`src/rtl/updn_btn_pkg.sv`:
```
package updn_btn_pkg;

    localparam int BTN_UP   = 0;
    localparam int BTN_DN   = 1;
    localparam int NUM_BTNS = 2;

    typedef enum logic [1:0] {
        STEP_HOLD = 2'd0,
        STEP_INC  = 2'd1,
        STEP_DEC  = 2'd2
    } step_e;

    typedef struct packed {
        logic up;
        logic dn;
    } press_t;

    // Both or neither request -> hold; one alone picks the direction.
    function automatic step_e decode_step(press_t p);
        step_e s;
        case ({p.up, p.dn})
            2'b10:   s = STEP_INC;
            2'b01:   s = STEP_DEC;
            default: s = STEP_HOLD;
        endcase
        return s;
    endfunction

endpackage

```
`src/rtl/updn_sync.sv`:
```
module updn_sync #(
    parameter int STAGES = 2
) (
    input  logic clk,
    input  logic rst,
    input  logic din,
    output logic dout
);
    logic [STAGES-1:0] shift_q;

    always_ff @(posedge clk) begin
        if (rst) begin
            shift_q <= '0;
        end else begin
            shift_q <= {shift_q[STAGES-2:0], din};
        end
    end

    assign dout = shift_q[STAGES-1];
endmodule

```
`src/rtl/updn_debounce.sv`:
```
module updn_debounce #(
    parameter int STABLE_CYCLES = 4
) (
    input  logic clk,
    input  logic rst,
    input  logic din,
    output logic level
);
    localparam int CW = $clog2(STABLE_CYCLES + 1);
    localparam logic [CW-1:0] LAST = CW'(STABLE_CYCLES - 1);

    logic [CW-1:0] run_q;
    logic          level_q;

    always_ff @(posedge clk) begin
        if (rst) begin
            run_q   <= '0;
            level_q <= 1'b0;
        end else if (din == level_q) begin
            run_q <= '0;                 // agreement restarts the window
        end else if (run_q == LAST) begin
            level_q <= din;
            run_q   <= '0;
        end else begin
            run_q <= run_q + CW'(1);
        end
    end

    assign level = level_q;
endmodule

```
`src/rtl/updn_rise.sv`:
```
module updn_rise (
    input  logic clk,
    input  logic rst,
    input  logic level,
    output logic pulse
);
    logic prev_q;

    always_ff @(posedge clk) begin
        if (rst) begin
            prev_q <= 1'b0;
        end else begin
            prev_q <= level;
        end
    end

    assign pulse = level & ~prev_q;
endmodule

```
`src/rtl/updn_counter_top.sv`:
```
module updn_counter_top
    import updn_btn_pkg::*;
#(
    parameter int COUNT_W         = 8,
    parameter int DEBOUNCE_CYCLES = 1 << 20,
    parameter int SYNC_STAGES     = 2
) (
    input  logic               clk,
    input  logic               rst,
    input  logic               btn_up_raw,
    input  logic               btn_dn_raw,
    output logic [COUNT_W-1:0] led_count
);
    logic [NUM_BTNS-1:0] raw_w;
    logic [NUM_BTNS-1:0] synced_w;
    logic [NUM_BTNS-1:0] level_w;
    logic [NUM_BTNS-1:0] pulse_w;

    assign raw_w[BTN_UP] = btn_up_raw;
    assign raw_w[BTN_DN] = btn_dn_raw;

    for (genvar g = 0; g < NUM_BTNS; g++) begin : g_chain
        updn_sync #(.STAGES(SYNC_STAGES)) sync_i (
            .clk  (clk),
            .rst  (rst),
            .din  (raw_w[g]),
            .dout (synced_w[g])
        );
        updn_debounce #(.STABLE_CYCLES(DEBOUNCE_CYCLES)) deb_i (
            .clk   (clk),
            .rst   (rst),
            .din   (synced_w[g]),
            .level (level_w[g])
        );
        updn_rise rise_i (
            .clk   (clk),
            .rst   (rst),
            .level (level_w[g]),
            .pulse (pulse_w[g])
        );
    end

    press_t press;
    step_e  step;

    assign press.up = pulse_w[BTN_UP];
    assign press.dn = pulse_w[BTN_DN];
    assign step     = decode_step(press);

    logic [COUNT_W-1:0] count_q;

    always_ff @(posedge clk) begin
        if (rst) begin
            count_q <= '0;
        end else begin
            case (step)
                STEP_INC: count_q <= count_q + COUNT_W'(1);
                STEP_DEC: count_q <= count_q - COUNT_W'(1);
                default:  count_q <= count_q;
            endcase
        end
    end

    assign led_count = count_q;
endmodule

```
`config.mk`:
```
export PLATFORM = sky130hd
export DESIGN_NAME = updn_counter_top
export DESIGN_NICKNAME = d
export VERILOG_FILES = /design/src/rtl/updn_btn_pkg.sv /design/src/rtl/updn_sync.sv /design/src/rtl/updn_debounce.sv /design/src/rtl/updn_rise.sv /design/src/rtl/updn_counter_top.sv
export SDC_FILE = /design/constraint.sdc
export NUM_CORES = 1
export LEC_CHECK = 0
export BUFFER_PORTS_ARGS = -buffer_cell sky130_fd_sc_hd__buf_2
export CAP_MARGIN = 20
export CELL_PAD_IN_SITES_DETAIL_PLACEMENT = 0
export CELL_PAD_IN_SITES_GLOBAL_PLACEMENT = 2
export CORE_ASPECT_RATIO = 1.25
export CORE_MARGIN = 5
export CORE_UTILIZATION = 34
export CTS_CLUSTER_DIAMETER = 100
export DETAILED_ROUTE_END_ITERATION = 12
export PLACE_DENSITY_LB_ADDON = 0.12
export SLEW_MARGIN = 20
export SYNTH_ARGS = -nofsm -noshare
export SYNTH_HDL_FRONTEND = slang
export SYNTH_SLANG_ARGS = --single-unit
```
`constraint.sdc`:
```
create_clock -name clk -period 2.5 [get_ports clk]
set_input_delay 0.375 -clock clk [delete_from_list [all_inputs] [get_ports clk]]
set_output_delay 0.375 -clock clk [all_outputs]
set_load 0.01 [all_outputs]
```
==> results.toml, run 1 <==
[worst_setup_path]
reg2reg_depth = 9
crit_type = "flip-flop to flip-flop"
cp-start-kind = "flip-flop"
rrSetupSlack_ns = 0.23
cp_slowest_cell = "dfxtp_1"
r2r_start = "g_chain[0].deb_i.level"
cp_max_fo = 4
max_stage_delay_ns = 0.38
cp-end-kind = "flip-flop"
timing.rr.end = "led_count[4]"
worst-path-buf-inv = 0
path_cells = "nand2b_1 -> ha_2 -> xor2_1 -> ha_1 -> or3_1 -> a21oi_1 -> o21ai_0 -> a21oi_1 -> mux2_2"
required_ns = 2.73
cp_top_family = "compound AO/OA/AOI/OAI gates"
critPathMostFrequentCell = "a21oi_1"
crit_arrival_ns = 2.50

[sta]
fmax_ghz = 0.440
period_share_pct = 90.8
setup_viol_count_final = 0
slew_headroom_pct = 62.0
maxSlewViolCount = 0
finalHoldWorstSlack_ns = 0.251
period_needed_ns = 2.27
hold_violations = 0
clock_skew_ns = 0.00672
tns_ns = 0
worst_pin_slew_ns = 0.565
rsz0062_at_grt = "no"

[route]
finalWirelength_um = 5110
dr.pass1.iters = 4
drc = 0
vias_per_cell = 4.84
ant_nets = 0
wire_per_inst_um = 12.2
vias = 2026
first_iter_violations = 48

[floorplan]
die_y_um = 110
coreArea_um2 = 7790
die_w_um = 90.0
initial_core_util_pct = 34.9
io_pins = 12
dieArea_um2 = 9900
rows = 36

[job]
cap_violations = 0

[synthesis]
ys.flop_type = "dfxtp_1"
ys_warn_count = 0
syn-cell-area_um2 = 2720
synth_cell_types = 53
synth-seq-cells = 58
avgSynthCellArea_um2 = 9.01
syn_nets = 311
synthArstFlopShare_pct = 0
ys_seq_area_share_pct = 42.7
syn_inst = 302
synth_edf_count = 0

[pwr]
p_switching_uw = 406
p_int_uw = 1460
leakage_uw = 0.00111
combinationalPowerShare_pct = 1.7
swShare_pct = 21.8
p_per_area_nw_per_um2 = 603
peakVddDrop_v = 0.000379
clockPowerShare_pct = 47.9
fin_total_pwr_uw = 1860
p_seq_share_pct = 50.3

[grt]
grt_pass1_vias = 1971
grt_use_total_pct = 11.5
grt_pass1_wl_um = 9000
antenna_found_initial = 0
grt_max_degree = 25
overflow = 0

[clock_network]
cts.sink_count = 58
numCtsBuffers = 9
clkSlewWorstSetupHoldPaths_ns = 0.07
cts_tree = "done"
cts-root-buf = "clkbuf_8"
h-tree-depth = 3
clk_latency_ns = 0.34
cts.path.max_buffers = 2

[placement]
dp_hpwl_um = 3480
placedInstanceArea_um2 = 2880
gp_congestion = 0.729
port_buffers = 11

[outcome]
status = "completed"

[hold_path]
worstHoldStart = "btn_up_raw"
hold_depth = 2
hold_class = "input pin to flip-flop"
min_to = "g_chain[0].sync_i.shift_q[0]"

[finish]
fin_area_um2 = 3090
diodes = 0
drive_gt1_share_pct = 13.6
syn_to_final_growth_pct = 13.5
fin_nets = 328
## registers in the layout, indices dropped and copies added, names as in the netlist
signal and count:
led_count 8, g_chain.deb_i.run_q 42, g_chain.sync_i.shift_q 4, g_chain.rise_i.prev_q 2
g_chain.deb_i.level 2
## worst reg2reg max path, cell delays in order (launching register included)
cell      delay (ns)
dfxtp_1         0.38
nand2b_1        0.10
ha_2            0.19
xor2_1          0.14
ha_1            0.21
or3_1           0.30
a21oi_1         0.23
o21ai_0         0.13
a21oi_1         0.15
mux2_2          0.34
## worst max-delay path by stage
stage	cells after the start	slack (ns)	end	from
floorplan	10	0.03	led_count[4]	g_chain[1].deb_i.level
global placement	9	0.23	led_count[4]	g_chain[1].deb_i.level
detailed placement	9	0.18	led_count[4]	g_chain[1].deb_i.level
CTS	9	0.17	led_count[4]	g_chain[1].deb_i.level
global route	9	0.01	led_count[4]	g_chain[0].deb_i.level
finish	9	0.23	led_count[4]	g_chain[0].deb_i.level
## placed cells by master (no fill, tap or decap), types with 2 or more instances in the layout
| master | synthesis | routed |
|---|---|---|
| nor2b_1 | 11 | 10 |
| nand4b_1 | 2 | 2 |
| buf_4 | 2 | 3 |
| nand4_1 | 9 | 9 |
| nor2_1 | 57 | 57 |
| xor2_1 | 29 | 29 |
| or3_1 | 5 | 5 |
| and2_1 | 2 | 2 |
| a21oi_1 | 6 | 6 |
| nor3_1 | 7 | 7 |
| clkinvlp_4 | 0 | 2 |
| dfxtp_1 | 58 | 58 |
| buf_2 | 2 | 11 |
| and4_1 | 4 | 4 |
| inv_1 | 3 | 3 |
| ha_1 | 5 | 4 |
| nand2_1 | 16 | 16 |
| xnor2_1 | 13 | 13 |
| clkbuf_8 | 0 | 11 |
| nand3_1 | 17 | 17 |
| o21ai_0 | 5 | 5 |
| mux2i_1 | 4 | 4 |
| nand2b_1 | 3 | 3 |
| and3_1 | 7 | 7 |
| nor4_1 | 2 | 2 |
## power groups by stage
stage	Combinational [µW]	Clock [µW]	Sequential, µW
final	31.8	893	938
after detailed placement	33.1	0	959
after global routing	36.6	987	938
after CTS	33.2	935	937
after floorplan	20.3	0	958
after global placement	33.3	0	959
## what timing repair did
item                       4_1_cts  5_1_grt
setup endpoints to repair        0        2
hold buffers                     0        0
setup buffers                    0        0
resized for setup                0        2
## through the flow
step,cells,worst slack (ns),util [%]
final,419,0.230,39.6
after global routing,419,0.0134,39.6
after CTS,419,0.169,39.6
after detailed placement,403,0.184,37.0
after global placement,403,0.228,37.0
after floorplan,302,0.0281,-
## cell type report
cell class	instances	area [µm²]
Sequential cell	58	1160
Clock buffer	12	155
Inverter	3	11.3
Fill cell	824	4700
Multi-Input combinational cell	232	1500
Tap cell	95	119
Timing Repair Buffer	15	97.6
Clock inverter	4	50.0
## synth_stat cells (5+ instances only)
| library cell | count | area (µm²) |
|---|---|---|
| a21oi_1 | 6 | 30.0 |
| and3_1 | 7 | 43.8 |
| dfxtp_1 | 58 | 1160 |
| ha_1 | 5 | 62.6 |
| nand2_1 | 16 | 60.1 |
| nand3_1 | 17 | 85.1 |
| nand4_1 | 9 | 56.3 |
| nor2_1 | 57 | 214 |
| nor2b_1 | 11 | 68.8 |
| nor3_1 | 7 | 35.0 |
| o21ai_0 | 5 | 25.0 |
| or3_1 | 5 | 31.3 |
| xnor2_1 | 13 | 114 |
| xor2_1 | 29 | 254 |
## metal layers
metal  GRT usage (%)  vias up  wire length [µm]
li1                -     1074                 -
met5               0        -                 0
met2            18.4       17              2360
met4            6.38        0                91
met3            4.07        7               153
met1            13.4      928              2510
## cell families (layout without fill, tap and decap cells)
group | Yosys count | after routing | synth area share, %
AO/OA/AOI/OAI | 26 | 26 | 6.81
multiplexers | 6 | 6 | 2.30
flip-flops | 58 | 58 | 42.7
buffers and inverters | 12 | 34 | 2.57
adder cells (fa/ha/maj) | 5 | 5 | 2.30
AND/OR/NAND/NOR | 153 | 153 | 29.8
XOR/XNOR | 42 | 42 | 13.5
No activity file was read; power rests on OpenSTA's default activity.
==> run 2: changes to the inputs <==
--- a/config.mk
+++ b/config.mk
@@ -15,7 +15,8 @@
 export CTS_CLUSTER_DIAMETER = 100
 export DETAILED_ROUTE_END_ITERATION = 12
 export PLACE_DENSITY_LB_ADDON = 0.12
-export SLEW_MARGIN = 20
+export RECOVER_POWER = 25
+export SLEW_MARGIN = 10
 export SYNTH_ARGS = -nofsm -noshare
 export SYNTH_HDL_FRONTEND = slang
 export SYNTH_SLANG_ARGS = --single-unit
==> run 2 against run 1 <==
Compared with the run above:
- power about the same
- clock skew about the same
- sequential share of layout area up 0.14 points
- global-route usage unchanged
- flip-flop and latch count unchanged
- highest routed layer unchanged
- first-iteration DRC count down 2.1%
- combinational power down 3%
- largest power group unchanged
- critical endpoint unchanged
- maximum frequency about the same
- setup slack worse by 0.0023 ns
- register-to-register slack about the same
- count of clock-buffer cells in the layout unchanged
==> results.toml, run 2 (synthesized netlist as in run 1, its figures left out) <==
[outcome]
status = "completed"

[clock_network]
numCtsBuffers = 9
cts-root-buf = "clkbuf_8"
cts_tree = "done"
clkSlewWorstSetupHoldPaths_ns = 0.07
h-tree-depth = 3
cts.path.max_buffers = 2
ctsHoldBuffers = 0
cts.sink_count = 58
clk_latency_ns = 0.34

[pwr]
leakage_uw = 0.00108
p_per_area_nw_per_um2 = 605
peakVddDrop_v = 0.000379

[job]
cap_violations = 0

[grt]
grt_use_total_pct = 11.5
grt_max_degree = 25
antenna_found_initial = 0
grt_pass1_vias = 1971
overflow = 0
grt_pass1_wl_um = 9000

[sta]
hold_violations = 0
worst_pin_slew_ns = 1.03
finalHoldWorstSlack_ns = 0.251
fmax_ghz = 0.440
period_needed_ns = 2.27
rsz0062_at_grt = "no"
worst_slack_ns = 0.227
period_share_pct = 90.9
tns_ns = 0
clock_skew_ns = 0.00672
maxSlewViolCount = 0
setup_viol_count_final = 0
slew_headroom_pct = 31.5

[floorplan]
coreArea_um2 = 7790
die_y_um = 110
initial_core_util_pct = 34.9
io_pins = 12
die_w_um = 90.0
rows = 36
dieArea_um2 = 9900

[finish]
final_common_cell = "dfxtp_1"
fin_nets = 328
mostFrequentLayoutCells = "dfxtp_1, nor2_1, xor2_1, nand3_1, nand2_1"
multi_input_area_um2 = 1500
largest_register_ffs = 42
diodes = 0
top_register = "g_chain.deb_i.run_q"
stdcell_count = 419
fillCellCount = 827
syn_to_final_growth_pct = 13.1
drive_gt1_share_pct = 10.8
register_area_um2 = 1160

[route]
first_iter_violations = 47
finalWirelength_um = 5120
vias = 2026
ant_nets = 0
drc = 0
wire_per_inst_um = 12.2
dr.pass1.iters = 4
vias_per_cell = 4.84

[placement]
dp.cells = 403
dp_hpwl_um = 3480
port_buffers = 11
place_worst_setup_slack_ns = 0.184
gp_congestion = 0.729

[worst_setup_path]
required_ns = 2.73
cp-start-kind = "flip-flop"
cp_max_fo = 4
crit_type = "flip-flop to flip-flop"
cp-end-kind = "flip-flop"
crit_arrival_ns = 2.50

[hold_path]
hold_class = "input pin to flip-flop"
## run 2: cell types whose count changed in the layout (fill, tap and decap cells not counted)
cell      previous run  this run
buf_2               11         2
clkbuf_1             1        10
## run 2: final timing paths
check / start / endpoint / slack, ns / cells past startpoint
worst max-delay path: g_chain[0].deb_i.level / led_count[4] / 0.23 / 9
worst min register to register: g_chain[1].deb_i.run_q[20] / g_chain[1].deb_i.run_q[20] / 0.44 / 1
worst min-delay path: btn_up_raw / g_chain[0].sync_i.shift_q[0] / 0.25 / 2
worst max register to register: g_chain[0].deb_i.level / led_count[4] / 0.23 / 9
## run 2: final cells by class
cell class / count / area share, %
Clock buffer: 12 / 5.04
Sequential cell: 58 / 37.7
Tap cell: 95 / 3.86
Clock inverter: 4 / 1.63
Multi-Input combinational cell: 232 / 48.6
Inverter: 3 / 0.366
Timing Repair Buffer: 15 / 2.80
## run 2: critical path, stage by stage, from the launching register on
cell and delay (ns):
dfxtp_1 0.38, nand2b_1 0.10, ha_2 0.19, xor2_1 0.14
ha_1 0.21, or3_1 0.30, a21oi_1 0.24, o21ai_0 0.13
a21oi_1 0.15, mux2_2 0.34
## run 2: repair_timing
| item | CTS | global route |
|---|---|---|
| hold endpoints to repair | 0 | 0 |
| resized for setup | 0 | 2 |
| setup buffers | 0 | 0 |
| setup endpoints to repair | 0 | 2 |
## run 2: metal layers
layer | vias up | GRT usage, % | wire, µm | share of wire [%]
li1 | 1074 | - | - | -
met1 | 928 | 13.4 | 2530 | 49
met2 | 17 | 18.4 | 2360 | 46
met3 | 7 | 4.07 | 137 | 2.7
met4 | 0 | 6.38 | 91 | 1.8
met5 | - | 0 | 0 | 0
## run 2: through the flow
| stage | util (%) | area [µm²] | total power (µW) |
|---|---|---|---|
| after floorplan | - | 2720 | 978 |
| after global placement | 37.0 | 2880 | 992 |
| after detailed placement | 37.0 | 2880 | 992 |
| after CTS | 39.6 | 3090 | 1910 |
| after global routing | 39.5 | 3080 | 1960 |
| final | 39.5 | 3080 | 1860 |
## run 2: power breakdown
group          internal [µW]  switching [µW]
clock                    513             380
sequential               931            7.34
combinational           12.0            18.9
